### config.mk
export PLATFORM = sky130hd
export DESIGN_NAME = cap_walker
export DESIGN_NICKNAME = d
export VERILOG_FILES = /design/src/rtl/cw_pkg.sv /design/src/rtl/cw_hop_cnt.sv /design/src/rtl/cw_pm_decode.sv /design/src/rtl/cw_ctrl.sv /design/src/rtl/cap_walker.sv
export SDC_FILE = /design/constraint.sdc
export NUM_CORES = 1
export LEC_CHECK = 0
export ABC_AREA = 0
export CAP_MARGIN = 20
export CORE_AREA = 5 5 70 72
export DETAILED_ROUTE_END_ITERATION = 6
export DIE_AREA = 0 0 75 77
export PLACE_DENSITY = 0.83
export SETUP_SLACK_MARGIN = 0.05
export SYNTH_ARGS = -nofsm -noshare
export SYNTH_HDL_FRONTEND = slang
export SYNTH_SLANG_ARGS = --single-unit
### constraint.sdc
create_clock -name clk_i -period 3.11 [get_ports clk_i]
set_clock_uncertainty 0.1 [all_clocks]
set_input_delay 0.933 -clock clk_i [delete_from_list [all_inputs] [get_ports clk_i]]
set_output_delay 0.933 -clock clk_i [all_outputs]
set_load 0.02 [all_outputs]
### src/rtl/cw_pkg.sv
package cw_pkg;
  localparam int PTR_W  = 8;
  localparam int ADDR_W = PTR_W - 2;
  localparam int CAPS_W = 16;
  localparam int PME_W  = 5;

  // capability field positions
  localparam int VER_LSB = 0;
  localparam int VER_W   = 3;
  localparam int PME_CLK_BIT = 3;
  localparam int D1_BIT  = 9;
  localparam int D2_BIT  = 10;
  localparam int PME_LSB = 11;

  typedef enum logic [1:0] {
    ST_IDLE = 2'd0,
    ST_REQ  = 2'd1,
    ST_WAIT = 2'd2
  } walk_state_e;
endpackage

### src/rtl/cw_hop_cnt.sv
module cw_hop_cnt #(
  parameter int MAX_HOPS = 48
) (
  input  logic clk_i,
  input  logic rst_ni,
  input  logic clear_i,
  input  logic inc_i,
  output logic last_o
);
  localparam int CNT_W = $clog2(MAX_HOPS + 1);

  logic [CNT_W-1:0] cnt_q;

  always_ff @(posedge clk_i or negedge rst_ni) begin
    if (!rst_ni)      cnt_q <= '0;
    else if (clear_i) cnt_q <= '0;
    else if (inc_i)   cnt_q <= cnt_q + 1'b1;
  end

  // high while the header being answered is the last one allowed
  assign last_o = (cnt_q == CNT_W'(MAX_HOPS - 1));
endmodule

### src/rtl/cw_pm_decode.sv
module cw_pm_decode
  import cw_pkg::*;
(
  input  logic              clk_i,
  input  logic              rst_ni,
  input  logic              clear_i,
  input  logic              capture_i,
  input  logic [CAPS_W-1:0] caps_i,
  output logic [CAPS_W-1:0] caps_o,
  output logic [VER_W-1:0]  version_o,
  output logic              pme_clk_o,
  output logic              d1_o,
  output logic              d2_o,
  output logic [PME_W-1:0]  pme_mask_o
);
  logic [CAPS_W-1:0] caps_q;

  always_ff @(posedge clk_i or negedge rst_ni) begin
    if (!rst_ni)        caps_q <= '0;
    else if (clear_i)   caps_q <= '0;
    else if (capture_i) caps_q <= caps_i;
  end

  assign caps_o     = caps_q;
  assign version_o  = caps_q[VER_LSB +: VER_W];
  assign pme_clk_o  = caps_q[PME_CLK_BIT];
  assign d1_o       = caps_q[D1_BIT];
  assign d2_o       = caps_q[D2_BIT];
  assign pme_mask_o = caps_q[PME_LSB +: PME_W];
endmodule

### src/rtl/cw_ctrl.sv
module cw_ctrl
  import cw_pkg::*;
#(
  parameter int         PTR_DWORD = 13,
  parameter logic [7:0] PM_ID     = 8'h01
) (
  input  logic              clk_i,
  input  logic              rst_ni,
  input  logic              start_i,
  input  logic [31:0]       rd_data_i,
  input  logic              rd_valid_i,
  input  logic              hop_last_i,
  output logic              rd_req_o,
  output logic [ADDR_W-1:0] rd_addr_o,
  output logic              busy_o,
  output logic              done_o,
  output logic              found_o,
  output logic [ADDR_W-1:0] cap_addr_o,
  output logic              clear_o,
  output logic              hop_inc_o,
  output logic              capture_o
);
  walk_state_e       state_q;
  logic              is_hdr_q;
  logic [ADDR_W-1:0] addr_q;
  logic              done_q, found_q;
  logic [ADDR_W-1:0] cap_addr_q;

  logic [PTR_W-1:0]  nxt_ptr;
  logic              accept, id_match, end_walk;

  assign accept   = (state_q == ST_WAIT) && rd_valid_i;
  assign nxt_ptr  = is_hdr_q ? rd_data_i[15:8] : rd_data_i[7:0];
  assign id_match = is_hdr_q && (rd_data_i[7:0] == PM_ID);
  assign end_walk = id_match || (nxt_ptr == '0) || (is_hdr_q && hop_last_i);

  assign clear_o   = (state_q == ST_IDLE) && start_i;
  assign hop_inc_o = accept && is_hdr_q;
  assign capture_o = accept && id_match;

  always_ff @(posedge clk_i or negedge rst_ni) begin
    if (!rst_ni) begin
      state_q    <= ST_IDLE;
      is_hdr_q   <= 1'b0;
      addr_q     <= '0;
      done_q     <= 1'b0;
      found_q    <= 1'b0;
      cap_addr_q <= '0;
    end else begin
      done_q <= 1'b0;
      unique case (state_q)
        ST_IDLE: if (start_i) begin
          state_q    <= ST_REQ;
          addr_q     <= ADDR_W'(PTR_DWORD);
          is_hdr_q   <= 1'b0;
          found_q    <= 1'b0;
          cap_addr_q <= '0;
        end
        ST_REQ: state_q <= ST_WAIT;
        ST_WAIT: if (accept) begin
          if (end_walk) begin
            state_q    <= ST_IDLE;
            done_q     <= 1'b1;
            found_q    <= id_match;
            cap_addr_q <= id_match ? addr_q : '0;
          end else begin
            state_q  <= ST_REQ;
            addr_q   <= nxt_ptr[PTR_W-1:2];
            is_hdr_q <= 1'b1;
          end
        end
        default: state_q <= ST_IDLE;
      endcase
    end
  end

  assign rd_req_o   = (state_q == ST_REQ);
  assign rd_addr_o  = addr_q;
  assign busy_o     = (state_q != ST_IDLE);
  assign done_o     = done_q;
  assign found_o    = found_q;
  assign cap_addr_o = cap_addr_q;
endmodule

### src/rtl/cap_walker.sv
module cap_walker
  import cw_pkg::*;
#(
  parameter int         PTR_DWORD = 13,
  parameter logic [7:0] PM_ID     = 8'h01,
  parameter int         MAX_HOPS  = 48
) (
  input  logic              clk_i,
  input  logic              rst_ni,
  input  logic              start_i,
  output logic              rd_req_o,
  output logic [ADDR_W-1:0] rd_addr_o,
  input  logic [31:0]       rd_data_i,
  input  logic              rd_valid_i,
  output logic              busy_o,
  output logic              done_o,
  output logic              found_o,
  output logic [ADDR_W-1:0] cap_addr_o,
  output logic [CAPS_W-1:0] pm_caps_o,
  output logic [VER_W-1:0]  version_o,
  output logic              pme_clk_o,
  output logic              d1_sup_o,
  output logic              d2_sup_o,
  output logic [PME_W-1:0]  pme_sup_o
);
  logic clear, hop_inc, hop_last, capture;

  cw_ctrl #(
    .PTR_DWORD (PTR_DWORD),
    .PM_ID     (PM_ID)
  ) u_ctrl (
    .clk_i      (clk_i),
    .rst_ni     (rst_ni),
    .start_i    (start_i),
    .rd_data_i  (rd_data_i),
    .rd_valid_i (rd_valid_i),
    .hop_last_i (hop_last),
    .rd_req_o   (rd_req_o),
    .rd_addr_o  (rd_addr_o),
    .busy_o     (busy_o),
    .done_o     (done_o),
    .found_o    (found_o),
    .cap_addr_o (cap_addr_o),
    .clear_o    (clear),
    .hop_inc_o  (hop_inc),
    .capture_o  (capture)
  );

  cw_hop_cnt #(.MAX_HOPS(MAX_HOPS)) u_hops (
    .clk_i   (clk_i),
    .rst_ni  (rst_ni),
    .clear_i (clear),
    .inc_i   (hop_inc),
    .last_o  (hop_last)
  );

  cw_pm_decode u_dec (
    .clk_i      (clk_i),
    .rst_ni     (rst_ni),
    .clear_i    (clear),
    .capture_i  (capture),
    .caps_i     (rd_data_i[31:16]),
    .caps_o     (pm_caps_o),
    .version_o  (version_o),
    .pme_clk_o  (pme_clk_o),
    .d1_o       (d1_sup_o),
    .d2_o       (d2_sup_o),
    .pme_mask_o (pme_sup_o)
  );
endmodule

==> flow_metrics.tcl, run 1 <==
set metrics [dict create \
    drive_above_1_share 0.0662 \
    first_pass_iters 4 \
    fin_ws_ns 0.290 \
    fp.dieW_um 75 \
    fp.coreArea_mm2 0.00423 \
    grt_pass1_wl_um 7330 \
    post-cts-setup-buffer-count 0 \
    placed_area_mm2 0.00262 \
    r2r_end "u_ctrl.rd_addr_o[3]" \
    reg2reg_from "u_ctrl.is_hdr_q" \
    power.density_mw_per_mm2 562 \
    finalCriticalPeriod_ns 2.82 \
    yosys_warnings 0 \
    fmax_mhz 355 \
    areaGrowthSynthToFinish_pct 45.6 \
    worstPathCellList "clkdlybuf4s50_1, or4_4, or3_4, and2_4, a31oi_4, o21ai_0" \
    p_leak_nw 1.12 \
    ant_nets 0 \
    cp_num_buf_inv 1 \
    htree_levels 2 \
    reg2reg_slack_ns 1.14 \
    synth_xor_area_frac 0.0186 \
    ctsResizeCount 0 \
    drtIter0Drc 65 \
    cp.required_ns 3.18 \
    synth-simple-area-share 0.205 \
    arrival_ns 2.89 \
    cp-endpoint "u_ctrl.cap_addr_o[5]" \
    dpl.cell_count 316 \
    worstPathMaxFanout 7 \
    slowest_stage "or4_4" \
    stdcell_count 324 \
    cap_violations 0 \
    cts_tree "yes" \
    avgSynthCellArea_um2 9.26 \
    cp_top_family "simple AND/OR/NAND/NOR gates" \
    grt_max_degree 40 \
    vdd.ir_drop.worst_v 0.000354 \
    crit_cells 6 \
    fp.dieArea_mm2 0.00578 \
    io_pins 79 \
    rows 24 \
    cts_root_buf "clkbuf_8" \
    worst_pin_slew_ns 0.861 \
    gp_congestion 0.818 \
    post_synth_instance_area_mm2 0.00188 \
    synthMuxAreaShare 0.0320 \
    first_global_vias 1578 \
    die_y_um 77 \
    final_area_mm2 0.00274 \
    cts_buffer_depth 2 \
    worstSkewPairLatency_ns 0.29 \
    grt_overflow 0 \
    totalWireLength_um 4590 \
    hold_path.class "reg2reg" \
    final_cell_mix "clkdlybuf4s50_1, nand2_1, dfrtp_1" \
    r2r_cells 4 \
    synth_top_family_by_area "simple AND/OR/NAND/NOR gates" \
    finalCritPeriodShare 0.907 \
    fin_util 0.646 \
    timing.critical_path.slowest_cell_delay_ns 0.56 \
    ys_ff_latch 39 \
    setup-tns-final_ns 0 \
    final_nets 308 \
    drv_slew 0 \
    slew-limit-headroom 0.426 \
    synthCells 203 \
    antenna_cells 0 \
    hold_ws_ns 0.419 \
    yosys.area_share.adder 0.00666 \
    syn_nets 240 \
    power_mw 1.54 \
    grt_use_total 0.162 \
    end_kind "register" \
    wl_per_cell_um 14.2 \
    cts_made_buffers 5 \
    io_buffer_count 78 \
    clkTransAtPathRegs_ns 0.07 \
    drc_errors 0 \
    postCtsHoldBufs 0 \
    finalHoldViolations 0 \
    initial_core_util 0.444 \
    hpwl_um 3420 \
    crit_type "in2reg" \
    ys_seq_area_frac 0.519 \
    synth-compound-area-share 0.128 \
    cts.sinks 39 \
    vias_per_cell 5.06 \
    final_common_cell "clkdlybuf4s50_1" \
    place_ws_ns -0.0296 \
    rsz0062_at_grt "false" \
    startpoint "rd_data_i[2]" \
    antenna_found_initial 0 \
    outcome "finished, final reports clean" \
    vias 1640 \
    worstSetupStartpointType "input port" \
    synth.distinct_cells 37 \
    setup_viol 0 \
]
## cell type report
cell class | instances | area [µm²]
Inverter | 9 | 33.8
Tap cell | 52 | 65.1
Fill cell | 363 | 1500
Timing Repair Buffer | 81 | 811
Clock inverter | 2 | 35.0
Multi-Input combinational cell | 135 | 733
Sequential cell | 39 | 976
Clock buffer | 6 | 82.6
## Yosys cell counts (all sizes together)
| cell type | n | area, µm² |
|---|---|---|
| or4 | 1 | 11.3 |
| and3 | 2 | 12.5 |
| o22ai | 4 | 25.0 |
| and4b | 1 | 10.0 |
| a221o | 1 | 10.0 |
| nor2 | 12 | 47.6 |
| a221oi | 1 | 8.76 |
| o21a | 1 | 7.51 |
| buf | 16 | 121 |
| or3 | 3 | 23.8 |
| nand4 | 2 | 12.5 |
| o21ai | 24 | 120 |
| nor3 | 1 | 5.00 |
| and2 | 3 | 21.3 |
| xor2 | 4 | 35.0 |
| nand2 | 52 | 195 |
| ha | 1 | 12.5 |
| nor2b | 2 | 12.5 |
| a31oi | 1 | 21.3 |
| mux2i | 6 | 60.1 |
| nor4 | 2 | 12.5 |
| dfrtp | 39 | 976 |
| a21boi | 1 | 7.51 |
| o21bai | 1 | 7.51 |
| a22oi | 3 | 22.5 |
| or2 | 1 | 6.26 |
| a21oi | 2 | 10.0 |
| clkbuf | 4 | 15.0 |
| inv | 9 | 33.8 |
| nand3 | 3 | 15.0 |
## worst register-to-register path, delay by kind of cell (launching register included)
family | cells | cell delay (ns)
compound gates | 3 | 0.65
flops | 1 | 0.68
simple gates | 1 | 0.45
## routing by layer
layer / routed length, µm / vias up / GRT usage
li1: - / 801 / -
met4: 36 / 0 / 0.0338
met5: 0 / - / 0
met1: 1940 / 763 / 0.213
met3: 403 / 4 / 0.0431
met2: 2210 / 72 / 0.265
## state kept, by name, summed over array words and instances (netlist names)
name,cells
u_ctrl.is_hdr_q,1
u_hops.cnt_q,6
u_ctrl.state_q,2
u_ctrl.found_o,1
u_dec.caps_o,16
u_ctrl.cap_addr_o,6
u_ctrl.done_o,1
u_ctrl.rd_addr_o,6
## cells by family (layout without fill, tap and decap cells)
| family | Yosys count | in the layout |
|---|---|---|
| buffers and inverters | 29 | 98 |
| multiplexers | 6 | 6 |
| adder cells (fa/ha/maj) | 1 | 1 |
| XOR/XNOR | 4 | 4 |
| AND/OR/NAND/NOR | 85 | 85 |
| flip-flops | 39 | 39 |
| AO/OA/AOI/OAI | 39 | 39 |
## how the worst min path moves through the flow
stage | slack [ns] | endpoint | cells after the start | startpoint
2_1_floorplan | 0.38 | u_hops.cnt_q[0] | 1 | u_hops.cnt_q[0]
3_3_place_gp | 0.40 | u_ctrl.cap_addr_o[2] | 2 | u_ctrl.rd_addr_o[2]
3_5_place_dp | 0.41 | u_ctrl.cap_addr_o[0] | 2 | u_ctrl.rd_addr_o[0]
4_1_cts | 0.42 | u_ctrl.cap_addr_o[0] | 2 | u_ctrl.rd_addr_o[0]
5_1_grt | 0.45 | u_dec.caps_o[7] | 2 | u_dec.caps_o[7]
6_report | 0.42 | u_ctrl.cap_addr_o[0] | 2 | u_ctrl.rd_addr_o[0]
## power by group
group | leakage [nW] | internal (mW) | switching, mW
combinational | 0.538 | 0.215 | 0.248
sequential | 0.526 | 0.563 | 0.0765
clock | 0.0612 | 0.260 | 0.175
Note: power is estimated with default switching activity, not from simulation.
==> inputs of run 2 (changes only) <==
--- a/config.mk
+++ b/config.mk
@@ -6,7 +6,6 @@
 export NUM_CORES = 1
 export LEC_CHECK = 0
 export ABC_AREA = 0
-export CAP_MARGIN = 20
 export CORE_AREA = 5 5 70 72
 export DETAILED_ROUTE_END_ITERATION = 6
 export DIE_AREA = 0 0 75 77
==> results of run 2 <==
Final layout, timing and power as in run 1 (identical DEF).
